<file path="config.mk">
export PLATFORM = sky130hd
export DESIGN_NAME = sram_wr_seq
export DESIGN_NICKNAME = d
export VERILOG_FILES = /design/src/rtl/sram_wr_pkg.sv /design/src/rtl/sram_wr_len.sv /design/src/rtl/sram_wr_ctr.sv /design/src/rtl/sram_wr_seq.sv
export SDC_FILE = /design/constraint.sdc
export NUM_CORES = 1
export LEC_CHECK = 0
export BUFFER_PORTS_ARGS = -buffer_cell sky130_fd_sc_hd__buf_2
export CORE_UTILIZATION = 51
export CTS_CLUSTER_DIAMETER = 30
export DETAILED_ROUTE_END_ITERATION = 16
export PLACE_DENSITY = 0.88
export SLEW_MARGIN = 25
export SYNTH_ARGS = -nofsm -noshare
export SYNTH_HDL_FRONTEND = slang
export SYNTH_SLANG_ARGS = --single-unit
</file>
<file path="constraint.sdc">
create_clock -name clk -period 2.25 [get_ports clk]
set_clock_uncertainty 0.1 [all_clocks]
set_input_delay 0.45 -clock clk [delete_from_list [all_inputs] [get_ports clk]]
set_output_delay 0.45 -clock clk [all_outputs]
set_load 0.01 [all_outputs]
</file>
<file path="src/rtl/sram_wr_pkg.sv">
package sram_wr_pkg;
  typedef enum logic [2:0] {
    ST_IDLE,
    ST_ASET,
    ST_STRB,
    ST_HOLD,
    ST_RCVR
  } wr_state_e;

  function automatic int unsigned umax(input int unsigned a, input int unsigned b);
    return (a > b) ? a : b;
  endfunction
endpackage

</file>
<file path="src/rtl/sram_wr_len.sv">
module sram_wr_len
  import sram_wr_pkg::*;
#(
  parameter int unsigned T_WP  = 3,
  parameter int unsigned T_CW  = 3,
  parameter int unsigned T_DW  = 2,
  parameter int unsigned T_WHZ = 2,
  parameter int unsigned CNT_W = 6
) (
  input  logic             cs_mode,
  input  logic             oe_low,
  output logic [CNT_W-1:0] pulse_len,
  output logic [CNT_W-1:0] drive_at,
  output logic             drive_late
);
  localparam int unsigned LEN_WE_OEL = umax(T_WP, T_WHZ + T_DW);
  localparam int unsigned AT_WE_OEL  = LEN_WE_OEL - T_WHZ;

  always_comb begin
    drive_late = !cs_mode && oe_low;
    drive_at   = CNT_W'(AT_WE_OEL);
    if (cs_mode) begin
      pulse_len = CNT_W'(T_CW);
    end else if (oe_low) begin
      pulse_len = CNT_W'(LEN_WE_OEL);
    end else begin
      pulse_len = CNT_W'(T_WP);
    end
  end
endmodule

</file>
<file path="src/rtl/sram_wr_ctr.sv">
module sram_wr_ctr #(
  parameter int unsigned CNT_W = 6
) (
  input  logic             clk,
  input  logic             rst_n,
  input  logic             load,
  input  logic [CNT_W-1:0] load_val,
  output logic [CNT_W-1:0] cnt,
  output logic             zero
);
  logic dec_en;

  assign zero   = (cnt == '0);
  assign dec_en = !load && !zero;

  always_ff @(posedge clk or negedge rst_n) begin
    if (!rst_n) begin
      cnt <= '0;
    end else if (load) begin
      cnt <= load_val;
    end else if (dec_en) begin
      cnt <= cnt - CNT_W'(1);
    end
  end
endmodule

</file>
<file path="src/rtl/sram_wr_seq.sv">
module sram_wr_seq
  import sram_wr_pkg::*;
#(
  parameter int unsigned ADDR_W = 11,
  parameter int unsigned DATA_W = 8,
  parameter int unsigned T_AS   = 2,
  parameter int unsigned T_WP   = 3,
  parameter int unsigned T_CW   = 3,
  parameter int unsigned T_DW   = 2,
  parameter int unsigned T_DH   = 1,
  parameter int unsigned T_WR   = 3,
  parameter int unsigned T_WHZ  = 2,
  parameter int unsigned CNT_W  = 6
) (
  input  logic              clk,
  input  logic              rst_n,
  input  logic              req_valid,
  output logic              req_ready,
  input  logic [ADDR_W-1:0] req_addr,
  input  logic [DATA_W-1:0] req_data,
  input  logic              req_cs_mode,
  input  logic              req_oe_low,
  output logic [ADDR_W-1:0] mem_addr,
  output logic [DATA_W-1:0] mem_dq_out,
  output logic              mem_dq_oe,
  output logic              mem_cs_n,
  output logic              mem_we_n,
  output logic              mem_oe_n
);
  localparam int unsigned REC_CYC = (T_WR > T_DH + 1) ? (T_WR - T_DH - 1) : 0;

  wr_state_e        state_q, state_d;
  logic             cs_mode_q, oe_low_q;
  logic             cs_n_d, we_n_d, oe_n_d, dq_oe_d;
  logic             accept;
  logic             ctr_load;
  logic [CNT_W-1:0] ctr_val, cnt;
  logic             cnt_zero;
  logic [CNT_W-1:0] pulse_len, drive_at;
  logic             drive_late;

  sram_wr_len #(
    .T_WP(T_WP), .T_CW(T_CW), .T_DW(T_DW), .T_WHZ(T_WHZ), .CNT_W(CNT_W)
  ) len_i (
    .cs_mode   (cs_mode_q),
    .oe_low    (oe_low_q),
    .pulse_len (pulse_len),
    .drive_at  (drive_at),
    .drive_late(drive_late)
  );

  sram_wr_ctr #(.CNT_W(CNT_W)) ctr_i (
    .clk     (clk),
    .rst_n   (rst_n),
    .load    (ctr_load),
    .load_val(ctr_val),
    .cnt     (cnt),
    .zero    (cnt_zero)
  );

  assign req_ready = (state_q == ST_IDLE);
  assign accept    = req_valid && req_ready;

  always_comb begin
    state_d  = state_q;
    ctr_load = 1'b0;
    ctr_val  = '0;
    cs_n_d   = mem_cs_n;
    we_n_d   = mem_we_n;
    oe_n_d   = mem_oe_n;
    dq_oe_d  = mem_dq_oe;
    case (state_q)
      ST_IDLE: begin
        if (accept) begin
          state_d  = ST_ASET;
          ctr_load = 1'b1;
          ctr_val  = CNT_W'(T_AS - 1);
          cs_n_d   = req_cs_mode;
          we_n_d   = !req_cs_mode;
          oe_n_d   = !req_oe_low;
          dq_oe_d  = req_cs_mode || !req_oe_low;
        end
      end
      ST_ASET: begin
        if (cnt_zero) begin
          state_d  = ST_STRB;
          ctr_load = 1'b1;
          ctr_val  = pulse_len - CNT_W'(1);
          cs_n_d   = 1'b0;
          we_n_d   = 1'b0;
        end
      end
      ST_STRB: begin
        if (drive_late && (cnt == drive_at)) begin
          dq_oe_d = 1'b1;
        end
        if (cnt_zero) begin
          state_d  = ST_HOLD;
          ctr_load = 1'b1;
          ctr_val  = CNT_W'(T_DH - 1);
          cs_n_d   = 1'b1;
          if (!cs_mode_q) begin
            we_n_d = 1'b1;
          end
        end
      end
      ST_HOLD: begin
        if (cnt_zero) begin
          cs_n_d  = 1'b1;
          we_n_d  = 1'b1;
          oe_n_d  = 1'b1;
          dq_oe_d = 1'b0;
          if (REC_CYC > 0) begin
            state_d  = ST_RCVR;
            ctr_load = 1'b1;
            ctr_val  = CNT_W'(REC_CYC - 1);
          end else begin
            state_d = ST_IDLE;
          end
        end
      end
      ST_RCVR: begin
        if (cnt_zero) begin
          state_d = ST_IDLE;
        end
      end
      default: state_d = ST_IDLE;
    endcase
  end

  always_ff @(posedge clk or negedge rst_n) begin
    if (!rst_n) begin
      state_q   <= ST_IDLE;
      mem_cs_n  <= 1'b1;
      mem_we_n  <= 1'b1;
      mem_oe_n  <= 1'b1;
      mem_dq_oe <= 1'b0;
    end else begin
      state_q   <= state_d;
      mem_cs_n  <= cs_n_d;
      mem_we_n  <= we_n_d;
      mem_oe_n  <= oe_n_d;
      mem_dq_oe <= dq_oe_d;
    end
  end

  always_ff @(posedge clk or negedge rst_n) begin
    if (!rst_n) begin
      mem_addr   <= '0;
      mem_dq_out <= '0;
      cs_mode_q  <= 1'b0;
      oe_low_q   <= 1'b0;
    end else if (accept) begin
      mem_addr   <= req_addr;
      mem_dq_out <= req_data;
      cs_mode_q  <= req_cs_mode;
      oe_low_q   <= req_oe_low;
    end
  end

  // address frozen inside the write window
  p_addr_stable_r3: assert property (@(posedge clk) disable iff (!rst_n)
    (!mem_cs_n && !mem_we_n) |=> (mem_cs_n || mem_we_n || $stable(mem_addr)));

  // never drive while the memory may be driving
  p_no_contention_r4: assert property (@(posedge clk) disable iff (!rst_n)
    (mem_dq_oe && !mem_cs_n && mem_we_n) |-> mem_oe_n);

  // late drive starts only after write enable has been low a while
  p_late_drive_r4: assert property (@(posedge clk) disable iff (!rst_n)
    (!cs_mode_q && oe_low_q && $rose(mem_dq_oe)) |-> (!mem_we_n && $past(!mem_we_n)));

  // chip select falls after write enable in chip-select control
  p_cs_after_we_r6: assert property (@(posedge clk) disable iff (!rst_n)
    ($fell(mem_cs_n) && cs_mode_q) |-> (!mem_we_n && $past(!mem_we_n)));

  // driver released only with both strobes high
  p_release_r7: assert property (@(posedge clk) disable iff (!rst_n)
    $fell(mem_dq_oe) |-> (mem_cs_n && mem_we_n));

  // busy after acceptance, address moves only on acceptance
  p_busy_r8: assert property (@(posedge clk) disable iff (!rst_n)
    (req_valid && req_ready) |=> !req_ready);

  p_addr_move_r8: assert property (@(posedge clk) disable iff (!rst_n)
    !$stable(mem_addr) |-> $past(req_valid && req_ready));
endmodule

</file>
==> results of run 1 <==
-- worst paths after layout --
path                            slack, ns       start            to  cells past startpoint
worst max-delay path                 0.22  state_q[1]     req_ready                      3
worst min-delay path                 0.05       rst_n     mem_dq_oe                      1
worst max register to register       0.37  state_q[1]  ctr_i.cnt[0]                      5
worst min register to register       0.39    mem_cs_n      mem_cs_n                      2
max in group asynchronous            1.52       rst_n   mem_addr[8]                      1
min in group clk                     0.19  req_oe_low      mem_oe_n                      2
-- through the flow --
step / power [mW] / cells / setup slack, ns / instance area (µm²) / util (%)
2_1_floorplan: 2.15 / 137 / 0.397 / 1670 / -
3_3_place_gp: 2.52 / 223 / 0.505 / 1950 / 63.2
3_5_place_dp: 2.61 / 223 / 0.395 / 1950 / 63.2
4_1_cts: 2.94 / 230 / 0.211 / 2000 / 64.9
5_1_grt: 3.14 / 230 / 0.129 / 2000 / 64.9
6_report: 2.93 / 230 / 0.219 / 2000 / 64.9
-- power by group --
part / switching (mW) / internal, mW
clock network: 0.215 / 0.115
registers: 0.239 / 0.929
logic: 0.724 / 0.706
-- cell families after synthesis --
logic type,synth area share [%]
mux,14.4
flops,51.2
buf+inv,5.02
fa+ha+maj,2.25
xor+xnor,2.10
simple gates,10.8
compound gates,14.3
-- sequential cells by signal (all words and copies together) (netlist names), 3 cells and up --
signal and count:
mem_dq_out 8, ctr_i.cnt 6, mem_addr 11, state_q 3
-- synth_stat cells, types with 2 or more instances --
cell type	number
a211oi_1	5
a21oi_1	9
buf_2	3
buf_4	2
dfrtp_1	31
dfstp_2	3
ha_1	3
inv_1	9
mux2_2	20
nand2_1	7
nand2b_1	3
nand3_1	3
nor2_1	4
nor3b_1	2
o21ai_0	3
o31ai_1	2
o32ai_1	2
xnor2_1	3
-- per-layer routing --
metal  global-route usage (%)  vias to the layer above  part of all wire, %
li1                         -                      590                    -
met1                     28.5                      595                   44
met2                     33.2                       59                   47
met3                     7.64                        6                  7.8
met4                     10.2                        0                  1.7
met5                        0                        -                    0
-- area by class of cell --
cell class | instances | area (µm²)
Timing Repair Buffer | 50 | 270
Sequential cell | 34 | 855
Clock buffer | 5 | 37.5
Fill cell | 240 | 1080
Tap cell | 44 | 55.1
Inverter | 9 | 33.8
Clock inverter | 2 | 15.0
Multi-Input combinational cell | 86 | 732
-- critical path, cell delays in order, from the launching register on --
cell	delay [ns]
dfrtp_1	0.52
or2_2	0.40
nor2_1	0.09
buf_2	0.13
==> impl_summary.md, run 1 <==
Status
The flow ran to the end, and the final reports show no timing, DRC or antenna violations.

Clock network
The tree built by TritonCTS fans out to 34 sinks. The clock reaches the later pin of the worst-skew pair after 0.34 ns. The number of setup buffers added after CTS is 0.

The buffer levels on the longest clock path is 2. The root buffer selected by CTS is clkbuf_4. The number of gates resized after cts is 0. The count of hold buffers inserted by post-cts repair is 0. The clock tree synthesis step divided the H-tree into 2 levels. After clock tree synthesis, the clock-pin slew on the worst setup and hold paths is 0.11 ns. The CTS tree is built.

TritonCTS created 5 clock buffers.

Timing
The post-route clock period utilization is 90.3%. The worst path needs 2.03 ns of the cycle, external delays included. The slew of the pin with the lowest slew margin is approximately 0.73 ns. The count of final hold-check violations is 0. The worst max-slew margin expressed relative to the limit is 51.0%. The max-slew violation total from the final report is 0.

The setup TNS is 0 ns. The worst hold slack across all endpoints is 0.0483 ns. The highest attainable clock frequency is 0.492 GHz.

Setup repair after global routing left no endpoint under its margin. The count of endpoints failing setup in the final report is 0.

Drt
In the routed design, unresolved DRC markers number 0. After detailed routing, the average wire length per cell comes to around 14 µm. The total via count in the routed design is about 1.3k. After the first detailed-routing iteration, the DRC count stood at 44.

The final routed wirelength across all metal layers is 3.33 mm. The via count normalized by instance count is 5.43. The first-pass detailed-route iteration total is 4. Once detail routing completed, the nets flagged for antenna violations numbered 0.

Logic synthesis
The total of flip-flops plus latches after synthesis is 34. The count of flip-flops with a built-in enable after synthesis is 0. The share of synthesized area in the top cell type comes to 46.4%. The synthesized area per cell is ~12 µm². The most common flop cell mapped by yosys is dfrtp_1. The synthesized design spends more area on one cell type than any other, namely dfrtp_1. In this run the cell area of the synthesized design comes to between 1500 and 2000 µm².

The number of instances in the synthesized netlist is 137. After synthesis, flip-flops and latches occupy around 51% of the total area. The number of nets produced by synthesis is 164. In the synthesized netlist the async set-or-reset flop fraction comes to 100%. The number of different library cells used by synthesis comes to 41. Yosys printed 0 warnings. Sorting the synthesized cells by area gives the leading types as dfrtp_1 (46%), mux2_2 (13%), dfstp_2 (4.7%).

Die
The die width is between 50 and 60 µm. The floorplan step defined a core boundary enclosing 3080 µm². The placement row count is 20. The die covers 3510 µm².

The total I/O pin count is 48. The initial utilization of the core area, before any placement, comes to a little over half. In this run the vertical extent of the chip is 59.2 µm.

GRT
The number of global-route vias before repair is between 1k and 1.5k. The number of antenna violations at the first check in global routing is 0. The global-route wire length before repair is 5.51 mm.

The total track usage is 22.0%. Entering global routing, the biggest net connects 35 pins. For this run the aggregate overflow at the end of global routing stands at 0.

Layout
The antenna cell count is 0. The net count reported at finish is between 200 and 250. The top cell types in the final layout, fill and taps aside, are buf_2 (47), dfrtp_1 (31), mux2_2 (20). The post-route netlist has 47.3% of its cells at a drive strength greater than 1. Compared with the post-synthesis result, the final layout area differs by 19.6%. The library cell used most frequently in the layout, excluding fill and tap cells, is buf_2.

Placement
Routability-driven placement finished with a final weighted congestion of slightly above 0.9. The number of buffers added on ports is between 40 and 50. After legalization and detailed placement, the total HPWL measured 2.44 mm.

Worst setup path
The endpoint arrival time on the critical path is 1.48 ns. Along the worst path, the maximum fanout reaches 10. STA puts the critical path data required time at between 1.5 and 2 ns.

The nature of the critical path startpoint is a register. STA classifies the critical path endpoint as a primary output. The kind of critical path is reg -> out.

Power
The power density of the placed cells is 1470 nW/µm². The worst-case IR drop observed on VDD is roughly 720 µV. The leakage power summed over all cells is 0.922 nW.

Hold path
The type of the most critical hold path is in -> async.

Job
The tool flagged a number of max-cap violations equal to 0.
Power figures use the tool's default switching activity.
==> run 2, diff against run 1 <==
--- a/config.mk
+++ b/config.mk
@@ -6,10 +6,11 @@
 export NUM_CORES = 1
 export LEC_CHECK = 0
 export BUFFER_PORTS_ARGS = -buffer_cell sky130_fd_sc_hd__buf_2
-export CORE_UTILIZATION = 51
+export CORE_UTILIZATION = 53
+export CTS_BUF_LIST = sky130_fd_sc_hd__clkbuf_8
 export CTS_CLUSTER_DIAMETER = 30
 export DETAILED_ROUTE_END_ITERATION = 16
-export PLACE_DENSITY = 0.88
+export PLACE_DENSITY = 0.9
 export SLEW_MARGIN = 25
 export SYNTH_ARGS = -nofsm -noshare
 export SYNTH_HDL_FRONTEND = slang
==> run 2 against run 1 <==
Net effect: final cell count did not move; hold slack improved by 0.081 ns; maximum frequency rose by 4.2%; count of clock-buffer cells in the layout did not move; routed wire length rose by 1.3%; global-route usage rose by 0.25 points; combinational power barely moved; die area fell by 3.6%; setup slack improved by 0.083 ns; highest routed layer unchanged.
==> impl_summary.md, run 2 (same netlist as run 1, synthesis figures left out) <==
Status
The run finished with clean final reports.

Timing
The count of final hold-check violations was 0 (unchanged). The setup TNS is 0 ns (unchanged). The max-slew violation total from the final report was 0 (unchanged). The worst max-slew margin expressed relative to the limit was 50.5% (-0.50 points). The clock period minus worst slack came to 1.95 ns (-0.0825 ns). The count of endpoints failing setup in the final report is 0 (unchanged). The worst hold slack across all endpoints came to 0.129 ns (+0.0809 ns). The post-route clock period utilization was 86.6% (-3.7 points). Setup repair after global routing left no endpoint under its margin.

The highest attainable clock frequency is 0.513 GHz (+4.2%). The slew of the pin with the lowest slew margin was 0.742 ns (+0.00756 ns).

Hold path
The worst hold path belongs to the class in -> async.

Job
The number of max-capacitance violations reported is 0 (unchanged).

Clock network
The count of hold buffers inserted by post-cts repair is 0 (unchanged). The post-CTS clock slew at the launch and capture registers of the worst setup and hold paths is 0.07 ns (-0.04 ns). The number of setup buffers added after CTS is 0 (unchanged). The number of gates resized after cts came to 0 (unchanged). TritonCTS built the clock tree. The number of H-tree levels was 2 (unchanged). The root buffer selected by CTS is clkbuf_8. The number of CTS-inserted buffers came to 5 (unchanged). The buffer levels on the longest clock path is 2 (unchanged). The worst-skew pair later-pin latency came to 0.28 ns (-0.06 ns). The number of sinks driven by the clock tree is 34 (unchanged).

Die
The die extent in y is 58.1 µm (-1.8%). The floorplan core area came to 3030 µm² (-1.6%). The placement row count came to 20 (unchanged).

The full die area is 3380 µm² (-3.6%). The starting density of the core is 55.2% (+0.90 points). The die width is 58.1 µm (-1.8%).

The total I/O pin count is 48 (unchanged).

Worst setup path
The kind of critical path is reg -> out. The number of buffer and inverter instances along the worst setup path is 1 (unchanged). The kind of capture point of the worst setup path is a primary output. The delay of the slowest critical-path stage is 0.50 ns (-0.02 ns). The slowest stage of the critical path is the dfrtp_1 cell. The register-to-register setup slack came to 0.38 ns (about the same). Walking the worst path, the cells encountered are or2_2, nor2_1, buf_2. The worst setup path is launched from a register. The largest driver fanout on the critical path is 10 (unchanged). On the critical path the largest part of the delay comes from flip-flops. The endpoint arrival time on the critical path is 1.40 ns (-0.08 ns).

The required time at the endpoint of the critical path is 1.70 ns (about the same).

Layout
The number of flip-flops in the largest register is 11 (unchanged). In the final layout, the registers with the most flip-flops are mem_addr x11, mem_dq_out x8, ctr_i.cnt x6. The top cell types in the final layout, fill and taps aside, are buf_2 (47), dfrtp_1 (31), mux2_2 (20). The register bank with the most flops is mem_addr. Compared with the post-synthesis result, the final layout area differs by 21.5%. The commonest non-fill, non-tap cell in the layout is buf_2. The net count reported at finish is 213 (unchanged).

The antenna cell count was 0 (unchanged). The non-filler instance count after layout is 230 (unchanged). The proportion of layout cells with a drive suffix above 1 is 47.3% (unchanged).

Power
The fraction of power consumed by the clock network is 14.2% (+2.9 points). The largest voltage drop on the vdd net is 813 µV (+12%). The power density of the placed cells is 1490 nW/µm² (+1.7%).

The leakage power summed over all cells is 0.935 nW (+1.4%). The net switching fraction of the power is 39.0% (-1.2 points). The net switching component of the power is 1.18 mW (+0.14%).

The cell internal power dissipation was 1.85 mW (+5.5%). The sequential power share is 38.9% (-1.0 points). The combinational share of power is 46.9% (-1.9 points).

Placement
The number of buffers added on ports is 47 (unchanged). The number of placed cells counting well taps is 223 (unchanged). The post-DP HPWL came to 2.43 mm (-0.64%).

The final RePlAce weighted congestion came to 0.954 (+3.0%).

GRT
The number of antenna violations at the first check in global routing is 0 (unchanged). The layer flagged by global routing as most heavily used is met2. The global-route wire length before repair came to 5.61 mm (+1.9%). The met1 global-route usage is 29.3% (+0.82 points). The total track usage is 22.3% (+0.25 points).

The number of global-route vias before repair was 1,228 (+3.7%). The fraction of met3 tracks used by global routing is 8.26% (+0.62 points). The global routing met2 resource utilization came to 33.8% (+0.60 points). The total grt overflow is 0 (unchanged). The maximum number of pins on one net before global-route repair is 35 (unchanged).

Drt
The final routed wirelength across all metal layers came to 3.37 mm (+1.3%). The total DRC errors in the routed layout came to 0 (unchanged). The iteration-0 DRC count of the detailed router was 39 (-11%). The count of nets left with antenna violations after detail routing is 0 (unchanged). The first-pass detailed-route iteration total is 4 (unchanged). The via count normalized by instance count is 5.45 (+0.32%). The detailed-route wire length per cell came to 14.7 µm (+1.3%). The total via count in the routed design was 1,254 (+0.32%).
run 2: cell types whose count changed in the layout (fill, tap and decap cells not counted):
cell	previous run	this run
clkbuf_8	0	5
clkbuf_4	5	0
run 2: worst paths after layout:
check | to | cells after the start | from
max | req_ready | 3 | state_q[1]
min | ctr_i.cnt[0] | 1 | rst_n
max reg2reg | ctr_i.cnt[0] | 5 | state_q[1]
min reg2reg | mem_cs_n | 2 | mem_cs_n
max in group asynchronous | cs_mode_q | 1 | rst_n
min in group clk | mem_oe_n | 2 | req_oe_low
run 2: final cells by class:
cell class,count,area (µm²)
clock inverter,2,15.0
inverter,9,33.8
fill,223,998
multi-input combinational,86,732
tap,44,55.1
clock buffer,5,68.8
timing repair buffer,50,270
sequential,34,855
run 2: per-layer routing:
metal	routed length [µm]	up-vias	part of all wire [%]
li1	-	581	-
met1	1440	594	43
met2	1570	68	47
met3	283	11	8.4
met4	74	0	2.2
met5	0	-	0
run 2: power by group through the flow:
stage / registers, mW / clock network [mW] / logic, mW
finish: 1.18 / 0.431 / 1.42
global route: 1.22 / 0.475 / 1.56
CTS: 1.18 / 0.445 / 1.42
detailed placement: 1.18 / 0 / 1.42
global placement: 1.15 / 0 / 1.36
floorplan: 1.21 / 0 / 0.941
run 2: metrics by stage:
step	total power [mW]	setup slack (ns)	area (µm²)	util (%)
after floorplan	2.15	0.397	1670	-
after global placement	2.52	0.511	1950	64.3
final	3.02	0.301	2030	67.0
after CTS	3.05	0.292	2030	67.0
after detailed placement	2.60	0.407	1950	64.3
after global routing	3.25	0.233	2030	67.0
==> run 3, diff against run 2 <==
--- a/config.mk
+++ b/config.mk
@@ -6,6 +6,7 @@
 export NUM_CORES = 1
 export LEC_CHECK = 0
 export BUFFER_PORTS_ARGS = -buffer_cell sky130_fd_sc_hd__buf_2
+export CORE_ASPECT_RATIO = 0.8
 export CORE_UTILIZATION = 53
 export CTS_BUF_LIST = sky130_fd_sc_hd__clkbuf_8
 export CTS_CLUSTER_DIAMETER = 30
==> run 3 against run 2 <==
Net effect: register-to-register slack lost 0.19 ns; largest cell class unchanged; non-clock buffer count shrank 1; routed wire length grew 9.4%; count of clock-buffer cells in the layout grew 1; core utilization grew 3.3 points; final cell count shrank 2.6%; largest power group unchanged; via count grew 2.8%.
==> impl_summary.md, run 3 (same netlist as run 1, synthesis figures left out) <==
Die
The die width is 64.8 µm (+11%). The full die area was 3380 µm² (about the same). The total I/O pin count came to 48 (unchanged). The die extent in y is 52.2 µm (-10%). The placement row count is 17 (-15%). The floorplan core area was 2870 µm² (-5.2%).

The starting density of the core is 58.2% (+3.0 points).

Clock network
The number of sinks driven by the clock tree is 34 (unchanged). The buffer levels on the longest clock path came to 2 (unchanged). The root buffer cell chosen for the clock tree is clkbuf_8. The worst-skew pair later-pin latency is 0.28 ns (about the same).

The count of hold buffers inserted by post-cts repair was 0 (unchanged). The number of gates resized after cts is 0 (unchanged). The post-CTS clock slew at the launch and capture registers of the worst setup and hold paths came to 0.06 ns (about the same). The number of H-tree levels is 2 (unchanged).

The CTS tree is built. The number of CTS-inserted buffers came to 5 (unchanged). The number of setup buffers added after CTS is 0 (unchanged).

Layout
The antenna cell count is 0 (unchanged). The number of flip-flops in the largest register is 11 (unchanged). Leaving out fill and tap cells, the most frequent cells in the layout are buf_2 (47), dfrtp_1 (31), mux2_2 (20). The fill cell instance count of the final layout is 214 (-4.0%). In the final layout, the registers with the most flip-flops are mem_addr x11, mem_dq_out x8, ctr_i.cnt x6.

Counting flops per register, the top entry is mem_addr. The non-filler instance count after layout is 224 (-2.6%). Leaving out fill and tap cells, the most frequent cell in the layout is buf_2. The proportion of layout cells with a drive suffix above 1 is 46.2% (-1.1 points). Relative to the synthesized area, the layout overhead comes to 21.0%.

The net count reported at finish is 212 (-0.47%).

GRT
The number of antenna violations at the first check in global routing came to 0 (unchanged). The global-route wire length before repair is 5.73 mm (+2.1%). The total grt overflow was 0 (unchanged). The number of global-route vias before repair is 1,210 (-1.5%). The total track usage was 23.7% (+1.4 points). The maximum number of pins on one net before global-route repair is 35 (unchanged).

Worst setup path
The delay of the slowest critical-path stage is 0.46 ns (-0.04 ns). The kind of critical path is reg -> reg. The endpoint arrival time on the critical path was 2.14 ns (+0.74 ns).

The worst setup path is captured at a register. The required time at the endpoint of the critical path is 2.32 ns (+0.62 ns). The signal on the critical path passes through inv_1, ha_1, and2_1, a31oi_1, a211oi_1. The number of buffer and inverter instances along the worst setup path is 1 (unchanged). STA classifies the critical path startpoint as a register. The largest driver fanout on the critical path is 10 (unchanged). The slowest stage of the critical path is the and2_1 cell. The kind of cell adding the most delay to the critical path is compound AO/OA/AOI/OAI gates.

Timing
The highest attainable clock frequency was 0.484 GHz (-5.6%). The worst max-slew margin expressed relative to the limit is 52.0% (+1.4 points). The count of endpoints failing setup in the final report is 0 (unchanged). The post-route clock period utilization is 91.8% (+5.2 points). The slew of the pin with the lowest slew margin is 0.721 ns (-0.0214 ns). The clock period minus worst slack is 2.06 ns (+0.116 ns). The count of final hold-check violations came to 0 (unchanged). The max-slew violation total from the final report is 0 (unchanged). The setup TNS came to 0 ns (unchanged). Setup repair after global routing left no endpoint under its margin.

Power
The power density of the placed cells is 1520 nW/µm² (+1.8%). The net switching fraction of the power is 38.9% (about the same). The largest voltage drop on the vdd net is 717 µV (-12%). The fraction of power consumed by the clock network is 14.3% (about the same). The net switching component of the power was 1.19 mW (+1.2%).

The sequential power share is 38.4% (-0.5 points). The combinational share of power came to 47.3% (+0.4 points). The cell internal power dissipation came to 1.87 mW (+1.4%).

The leakage power summed over all cells is 0.947 nW (+1.3%).

Placement
The post-DP HPWL is 2.66 mm (+9.5%). The number of buffers added on ports is 47 (unchanged). The number of placed cells counting well taps was 216 (-3.1%). The final RePlAce weighted congestion is 0.895 (-6.2%).

Status
The flow ran to the end, and the final reports show no timing, DRC or antenna violations.

Drt
The count of nets left with antenna violations after detail routing was 0 (unchanged). The detailed-route wire length per cell is 16.5 µm (+12%). The total via count in the routed design is 1,289 (+2.8%). The via count normalized by instance count is 5.75 (+5.5%). The total DRC errors in the routed layout is 0 (unchanged).

The final routed wirelength across all metal layers is 3.69 mm (+9.4%). The first-pass detailed-route iteration total is 4 (unchanged). The iteration-0 DRC count of the detailed router is 59 (+51%).

Hold path
The path class of the tightest hold or removal check is in -> async.

Job
The number of max-capacitance violations reported is 0 (unchanged).
run 3: cell types whose count changed in the layout (fill, tap and decap cells not counted), sizes merged:
cell      before  now
clkinvlp       2    0
buf           50   49
inv            9   11
clkbuf         5    6
run 3: area by class of cell:
class | count | area, µm² | area share [%]
flip-flops and latches | 34 | 855 | 42.3
multi-input cells | 86 | 732 | 36.2
repair buffers | 49 | 263 | 13.0
clock buffers | 6 | 82.6 | 4.09
well taps | 38 | 47.5 | 2.35
inverters | 9 | 33.8 | 1.67
clock inverters | 2 | 7.51 | 0.372
run 3: worst paths after layout:
kind,start,endpoint,slack (ns),depth (start not counted)
max in group asynchronous,rst_n,mem_addr[1],1.46,1
setup / recovery,ctr_i.cnt[0],ctr_i.cnt[4],0.19,5
setup reg to reg,ctr_i.cnt[0],ctr_i.cnt[4],0.19,5
hold reg to reg,mem_cs_n,mem_cs_n,0.40,2
min in group clk,req_oe_low,mem_oe_n,0.23,2
hold / removal,rst_n,state_q[1],0.13,1
run 3: stage by stage:
stage	hold slack [ns]	area [µm²]	util, %	setup WS, ns	power, mW
final	0.125	2020	70.4	0.185	3.06
after global placement	0.380	1930	67.2	0.379	2.52
after detailed placement	0.390	1930	67.2	0.250	2.61
after CTS	0.154	2020	70.4	0.223	3.07
after floorplan	0.0544	1670	-	0.397	2.15
after global routing	0.189	2020	70.4	0.0425	3.26
run 3: power groups by stage:
stage	sequential, mW	combinational [mW]	clock [mW]
final	1.18	1.45	0.438
after global routing	1.22	1.57	0.476
after CTS	1.18	1.45	0.448
after detailed placement	1.18	1.43	0
after global placement	1.16	1.36	0
after floorplan	1.21	0.941	0
run 3: worst reg2reg max path, cell delays in order, from the launching register on:
cell      delay [ns]
dfrtp_1         0.38
inv_1           0.13
ha_1            0.40
and2_1          0.46
a31oi_1         0.21
a211oi_1        0.28
run 3: metal layers:
layer / vias to the layer above / global-route usage (%) / share of wire (%)
li1: 586 / - / -
met1: 646 / 29.0 / 40
met2: 50 / 40.6 / 53
met3: 7 / 5.87 / 6.0
met4: 0 / 8.89 / 1.5
met5: - / 0 / 0
